--- src/rtl/mbes_pkg.sv ---
`timescale 1ns/1ps
package mbes_pkg;
  localparam int NUM_BLK   = 7;
  localparam int BLK_IDX_W = $clog2(NUM_BLK);

  typedef logic [BLK_IDX_W-1:0] blk_idx_t;
  typedef logic [NUM_BLK-1:0]   blk_mask_t;

  typedef enum logic [1:0] {
    SCH_IDLE   = 2'd0,
    SCH_WINDOW = 2'd1,
    SCH_ERASE  = 2'd2,
    SCH_HOLD   = 2'd3
  } sch_state_e;
endpackage

--- src/rtl/mbes_addr_map.sv ---
`timescale 1ns/1ps
module mbes_addr_map
  import mbes_pkg::*;
#(
  parameter int ADDR_W = 18
) (
  input  logic [ADDR_W-1:0] addr,
  output blk_idx_t          idx
);
  // Lower bound of blocks 1..6 in units of 1/32 of the address space.
  localparam int NUM_EDGE = NUM_BLK - 1;

  function automatic logic [ADDR_W-1:0] edge_addr(input int e);
    int frac;
    case (e)
      0:       frac = 8;
      1:       frac = 16;
      2:       frac = 24;
      3:       frac = 28;
      4:       frac = 29;
      default: frac = 30;
    endcase
    return ADDR_W'(frac) << (ADDR_W - 5);
  endfunction

  logic [NUM_EDGE-1:0] above;

  genvar g;
  generate
    for (g = 0; g < NUM_EDGE; g++) begin : g_edge
      assign above[g] = (addr >= edge_addr(g));
    end
  endgenerate

  // Boundaries are monotonic, so the count of passed boundaries is the index.
  assign idx = blk_idx_t'($countones(above));
endmodule

--- src/rtl/mbes_lowest.sv ---
`timescale 1ns/1ps
module mbes_lowest #(
  parameter int N  = 7,
  parameter int IW = (N > 1) ? $clog2(N) : 1
) (
  input  logic [N-1:0]  mask,
  output logic          found,
  output logic [IW-1:0] idx
);
  always_comb begin
    found = 1'b0;
    idx   = '0;
    for (int i = N - 1; i >= 0; i--) begin
      if (mask[i]) begin
        found = 1'b1;
        idx   = IW'(i);
      end
    end
  end
endmodule

--- src/rtl/mbes_window.sv ---
`timescale 1ns/1ps
module mbes_window #(
  parameter int WIN = 16
) (
  input  logic clk,
  input  logic rst,
  input  logic load,
  input  logic run,
  output logic expired
);
  localparam int CW = (WIN > 1) ? $clog2(WIN) : 1;
  localparam logic [CW-1:0] TOP = CW'(WIN - 1);

  logic [CW-1:0] cnt_q;

  always_ff @(posedge clk) begin
    if (rst)                       cnt_q <= '0;
    else if (load)                 cnt_q <= TOP;
    else if (run && cnt_q != '0)   cnt_q <= cnt_q - 1'b1;
  end

  assign expired = (cnt_q == '0);

  AST_WIN_STEP: assert property (@(posedge clk) disable iff (rst)
    (run && !load && cnt_q != '0) |=> (cnt_q == $past(cnt_q) - 1'b1));
endmodule

--- src/rtl/mb_erase_sched.sv ---
`timescale 1ns/1ps
module mb_erase_sched
  import mbes_pkg::*;
#(
  parameter int ADDR_W     = 18,
  parameter int WIN_CYCLES = 4000,
  parameter bit TEST_MODE  = 1'b0,
  parameter int WIN_TEST   = 16
) (
  input  logic                 clk,
  input  logic                 rst,
  input  logic                 blk_cfm,
  input  logic [ADDR_W-1:0]    cfm_addr,
  input  logic                 chip_erase,
  input  logic                 susp_req,
  input  logic                 resume_req,
  input  logic [NUM_BLK-1:0]   prot,
  input  logic                 erase_ack,
  output logic [BLK_IDX_W-1:0] cur_blk,
  output logic                 erase_req,
  output logic                 busy,
  output logic                 tmr_done,
  output logic                 suspended
);
  localparam int WIN = TEST_MODE ? WIN_TEST : WIN_CYCLES;

  sch_state_e state_q;
  blk_mask_t  sel_q;
  blk_idx_t   cur_q;
  logic       req_q;
  logic       pend_q;

  blk_idx_t   dec_idx;
  logic       cfm_ok, accept, ack_ok, win_expired;
  logic       in_idle, in_win;
  blk_mask_t  clr_mask, sel_left, pick_src;
  logic       pick_found;
  blk_idx_t   pick_idx;

  mbes_addr_map #(.ADDR_W(ADDR_W)) u_map (
    .addr (cfm_addr),
    .idx  (dec_idx)
  );

  assign in_idle = (state_q == SCH_IDLE);
  assign in_win  = (state_q == SCH_WINDOW);
  assign cfm_ok  = blk_cfm && !prot[dec_idx];
  assign accept  = cfm_ok && (in_idle || in_win);
  assign ack_ok  = erase_ack && req_q;

  mbes_window #(.WIN(WIN)) u_win (
    .clk     (clk),
    .rst     (rst),
    .load    (accept),
    .run     (in_win),
    .expired (win_expired)
  );

  always_comb begin
    clr_mask = ack_ok ? (blk_mask_t'(1) << cur_q) : '0;
    sel_left = sel_q & ~clr_mask;
    pick_src = in_idle ? ~prot : (sel_left & ~prot);
  end

  mbes_lowest #(.N(NUM_BLK), .IW(BLK_IDX_W)) u_pick (
    .mask  (pick_src),
    .found (pick_found),
    .idx   (pick_idx)
  );

  always_ff @(posedge clk) begin
    if (rst) begin
      state_q <= SCH_IDLE;
      sel_q   <= '0;
      cur_q   <= '0;
      req_q   <= 1'b0;
      pend_q  <= 1'b0;
    end else begin
      case (state_q)
        SCH_IDLE: begin
          if (chip_erase) begin
            if (pick_found) begin
              sel_q   <= ~prot;
              cur_q   <= pick_idx;
              req_q   <= 1'b1;
              state_q <= SCH_ERASE;
            end
          end else if (accept) begin
            sel_q   <= blk_mask_t'(1) << dec_idx;
            state_q <= SCH_WINDOW;
          end
        end
        SCH_WINDOW: begin
          if (accept) begin
            sel_q <= sel_q | (blk_mask_t'(1) << dec_idx);
          end else if (win_expired) begin
            if (pick_found) begin
              cur_q   <= pick_idx;
              req_q   <= 1'b1;
              state_q <= SCH_ERASE;
            end else begin
              sel_q   <= '0;
              state_q <= SCH_IDLE;
            end
          end
        end
        SCH_ERASE: begin
          if (susp_req) pend_q <= 1'b1;
          if (ack_ok) begin
            sel_q <= sel_left;
            if (!pick_found) begin
              sel_q   <= '0;
              cur_q   <= '0;
              req_q   <= 1'b0;
              pend_q  <= 1'b0;
              state_q <= SCH_IDLE;
            end else begin
              cur_q <= pick_idx;
              if (pend_q || susp_req) begin
                req_q   <= 1'b0;
                pend_q  <= 1'b0;
                state_q <= SCH_HOLD;
              end
            end
          end
        end
        SCH_HOLD: begin
          if (resume_req) begin
            req_q   <= 1'b1;
            state_q <= SCH_ERASE;
          end
        end
        default: state_q <= SCH_IDLE;
      endcase
    end
  end

  assign cur_blk   = cur_q;
  assign erase_req = req_q;
  assign busy      = (state_q != SCH_IDLE);
  assign tmr_done  = (state_q == SCH_ERASE) || (state_q == SCH_HOLD);
  assign suspended = (state_q == SCH_HOLD);

  AST_REQ_SELECTED: assert property (@(posedge clk) disable iff (rst)
    req_q |-> sel_q[cur_q]);
  AST_WIN_NO_REQ: assert property (@(posedge clk) disable iff (rst)
    (busy && !tmr_done) |-> !erase_req);
  AST_HOLD_QUIET: assert property (@(posedge clk) disable iff (rst)
    suspended |-> !erase_req);
  AST_SUSP_AT_ACK: assert property (@(posedge clk) disable iff (rst)
    $rose(suspended) |-> $past(ack_ok));
  AST_SEL_FROZEN: assert property (@(posedge clk) disable iff (rst)
    (tmr_done && !ack_ok) |=> $stable(sel_q));
  AST_CHIP_DIRECT: assert property (@(posedge clk) disable iff (rst)
    (in_idle && chip_erase && pick_found) |=> (erase_req && tmr_done));
  AST_IDLE_EMPTY: assert property (@(posedge clk) disable iff (rst)
    !busy |-> (sel_q == '0 && !erase_req));
endmodule

--- config.mk ---
export PLATFORM = sky130hd
export DESIGN_NAME = mb_erase_sched
export DESIGN_NICKNAME = d
export VERILOG_FILES = /design/src/rtl/mbes_pkg.sv /design/src/rtl/mbes_addr_map.sv /design/src/rtl/mbes_lowest.sv /design/src/rtl/mbes_window.sv /design/src/rtl/mb_erase_sched.sv
export SDC_FILE = /design/constraint.sdc
export NUM_CORES = 1
export LEC_CHECK = 0
export BUFFER_PORTS_ARGS = -buffer_cell sky130_fd_sc_hd__buf_2
export CAP_MARGIN = 40
export CELL_PAD_IN_SITES_DETAIL_PLACEMENT = 2
export CELL_PAD_IN_SITES_GLOBAL_PLACEMENT = 2
export CORE_ASPECT_RATIO = 0.7
export CORE_MARGIN = 5
export CORE_UTILIZATION = 30
export DETAILED_ROUTE_END_ITERATION = 16
export PLACE_DENSITY_LB_ADDON = 0.05
export RECOVER_POWER = 100
export SLEW_MARGIN = 20
export SYNTH_ARGS = -nofsm -noshare
export SYNTH_HDL_FRONTEND = slang
export SYNTH_SLANG_ARGS = --single-unit
--- constraint.sdc ---
create_clock -name clk -period 4 [get_ports clk]
set_input_delay 0.8 -clock clk [delete_from_list [all_inputs] [get_ports clk]]
set_output_delay 0.8 -clock clk [all_outputs]
set_load 0.1 [all_outputs]
==> out/results.ini <==
[logic_synthesis]
yosys_register_bits = 26
yosysMostFrequentCell = a21oi_1
synth-edff-count = 0
synth_ff_type = dfxtp_1
synth_fp_nets = 312
ys_warn_count = 0
syn-cell-area_um2 = 2173
ys_types = 66
synth_area_per_cell_um2 = 8.079
postSynth.asyncResetShare_pct = 0
netlist_instances = 269
ys_seq_area_share_pct = 23.95
synthTopCellsByArea = dfxtp_1 24%, a21oi_1 6.4%, ha_1 5.2%
yosysTopAreaCell = dfxtp_1
synthTopCellsByCount = 28 x a21oi_1, 26 x dfxtp_1, 22 x nor2_1, 18 x inv_1, 18 x nand2_1
netlist.area_leader.share_pct = 23.95

[critical_path]
cp.arrival_ns = 4.07
path_class = primary input to flop
crit_start = cfm_addr[16]
cp_top_family = compound AO/OA/AOI/OAI gates
cp-end-kind = flop
critPathRequiredTime_ns = 4.21
worstPathBufferInverterCount = 2
slowest_stage = fa_1
reg2reg_from = state_q[0]
startpoint_type = primary input
cpPeakStageDelay_ns = 0.58
worstPathMaxFanout = 5
path_cells = buf_2 > and3_1 > and2_1 > ha_1 > fa_1 > buf_4 > mux4_2 > nor3_1 > a31oi_2 > o311ai_0 > o21ai_1 > a31oi_1 > a32o_1

[pwr]
p_int_mw = 0.8719
p_switching_mw = 1.016
leakage_nw = 0.9813
power.density_nw_per_um2 = 734.0
seqPwrFrac_pct = 25.4
swShare_pct = 53.82
vdd_drop_max_uv = 293.3
p_clk_share_pct = 8.4
power_mw = 1.888
p_comb_share_pct = 66.2

[hold_path]
hold_path.class = flop to flop
hold_start = pend_q

[routing]
drt_first_pass_iters = 4
vias = 2229
ant_nets = 0
drtIter0Drc = 98
post-route-drc-count = 0
met1_length_mm = 4.040
viasPerCell = 5.517
met3_length_um = 291
routed_wirelength_mm = 7.652
post_drt_wl_per_cell_um = 18.94
wl_met2_mm = 3.302
top_layer_used = met4

[run]
drv_cap = 0

[finish]
area_delta_synth_final_pct = 18.37
antenna-diode-count = 0
drive_above_1_share_pct = 21.24
fin_nets = 351

[placed_design]
portBuffers = 25
dp_hpwl_mm = 6.087
place_congestion = 0.7753

[sta]
slew_headroom_pct = 22.37
timing.final.crit_share_pct = 96.38
worst_pin_slew_ns = 1.169
final_max_slew_viol_count = 0
tns_ns = 0
rsz0062_at_grt = true
setup_violations = 0
fin_crit_ns = 3.855
fmax_mhz = 259.4
fin_skew_ns = 0.009350
hold_viol_final = 0

[die]
core-area_um2 = 7189
row_count = 26
die_area_um2 = 9074
ios = 39
die_h_um = 81.21
die_width_um = 111.7
start_util_pct = 30.23

[global_routing]
grt_use_total_pct = 17.49
grt_pass1_vias = 2366
grt_max_degree = 26
grt_overflow = 0
grt_first_pass_wirelength_mm = 12.63
antenna_found_initial = 0

[clocking]
clock_path_buffers = 2
clock_latency_ns = 0.28
cts.clk_slew.worst_paths_ns = 0.10
numCtsBuffers = 3
htreeDepth = 1
tritoncts = built
clock-sinks = 26
postCtsHoldBufs = 0
clock-root-buffer = clkbuf_8

[run_status]
status = finished clean

==> cell families after synthesis <==
group                      Yosys count  synth area share [%]
AOI/OAI and AO/OA                  100                 35.98
xor gates and xnor gates            13                 5.239
adders and majority gates           11                 7.024
buffers and inverters               28                 5.181
DFF                                 26                 23.95
muxes                                3                 2.072
and+or+nand+nor                     88                 20.55
==> final cells by class <==
type / instances / area (um2)
fillers: 873 / 4617
multi-input cells: 215 / 1549
flip-flops and latches: 26 / 520.5
repair buffers: 44 / 271.5
well taps: 98 / 122.6
inverters: 18 / 67.56
clock buffers: 3 / 41.29
==> state kept, by name, summed over array words and instances (netlist names) <==
name / count
u_win.cnt_q: 12
state_q: 2
sel_q: 7
pend_q: 1
erase_req: 1
cur_blk: 3
==> through the flow <==
step           util [%]  hold slack, ns  worst slack, ns  cell area [um2]  std cells
2_1_floorplan         -          0.4603           0.1320             2173        269
3_3_place_gp      35.21          0.5102         -0.09497             2531        401
3_5_place_dp      35.21          0.5063          -0.1679             2531        401
4_1_cts           35.78          0.5244           0.1244             2572        404
5_1_grt           35.78          0.5685         -0.02499             2572        404
6_report          35.78          0.5194           0.1450             2572        404
==> final timing paths <==
path	endpoint	slack, ns	depth (start not counted)
max	sel_q[3]	0.14	13
max reg2reg	sel_q[5]	0.82	9
min reg2reg	pend_q	0.52	2
min	pend_q	0.52	2
==> placed cells by master (no fill, tap or decap), types with 5 or more instances in the layout <==
| master | netlist | routed |
|---|---|---|
| nor4_1 | 5 | 5 |
| nand2_1 | 18 | 18 |
| dfxtp_1 | 26 | 26 |
| nor2_1 | 22 | 22 |
| ha_1 | 9 | 9 |
| o21ai_0 | 10 | 9 |
| buf_2 | 0 | 18 |
| clkbuf_1 | 7 | 7 |
| o21a_1 | 6 | 6 |
| o21ai_1 | 5 | 6 |
| a21oi_1 | 28 | 28 |
| buf_4 | 0 | 18 |
| nor3_1 | 15 | 15 |
| inv_1 | 18 | 18 |
| xnor2_1 | 9 | 9 |
| nor2b_1 | 6 | 5 |
==> power by group through the flow <==
stage	Combinational (mW)	Clock, mW	Sequential (mW)
detailed placement	1.26	0	0.482
CTS	1.26	0.166	0.477
global placement	1.23	0	0.480
floorplan	0.831	0	0.570
finish	1.25	0.158	0.480
global route	1.36	0.178	0.492
==> tightest hold or removal path, delay by kind of cell (launching register included) <==
family / cells / cell delay, ns
DFF: 1 / 0.32
AOI/OAI and AO/OA: 2 / 0.16
==> what timing repair did <==
action,4_1_cts,5_1_grt
resized for setup,0,3
endpoints found under the setup margin,0,12
setup buffers,0,0
==> routing by layer <==
| layer | GRT usage, % | up-vias |
|---|---|---|
| li1 | - | 1074 |
| met5 | 0 | - |
| met1 | 25.44 | 1116 |
| met3 | 2.606 | 2 |
| met2 | 28.53 | 37 |
| met4 | 1.458 | 0 |
No activity file was read; power rests on OpenSTA's default activity.
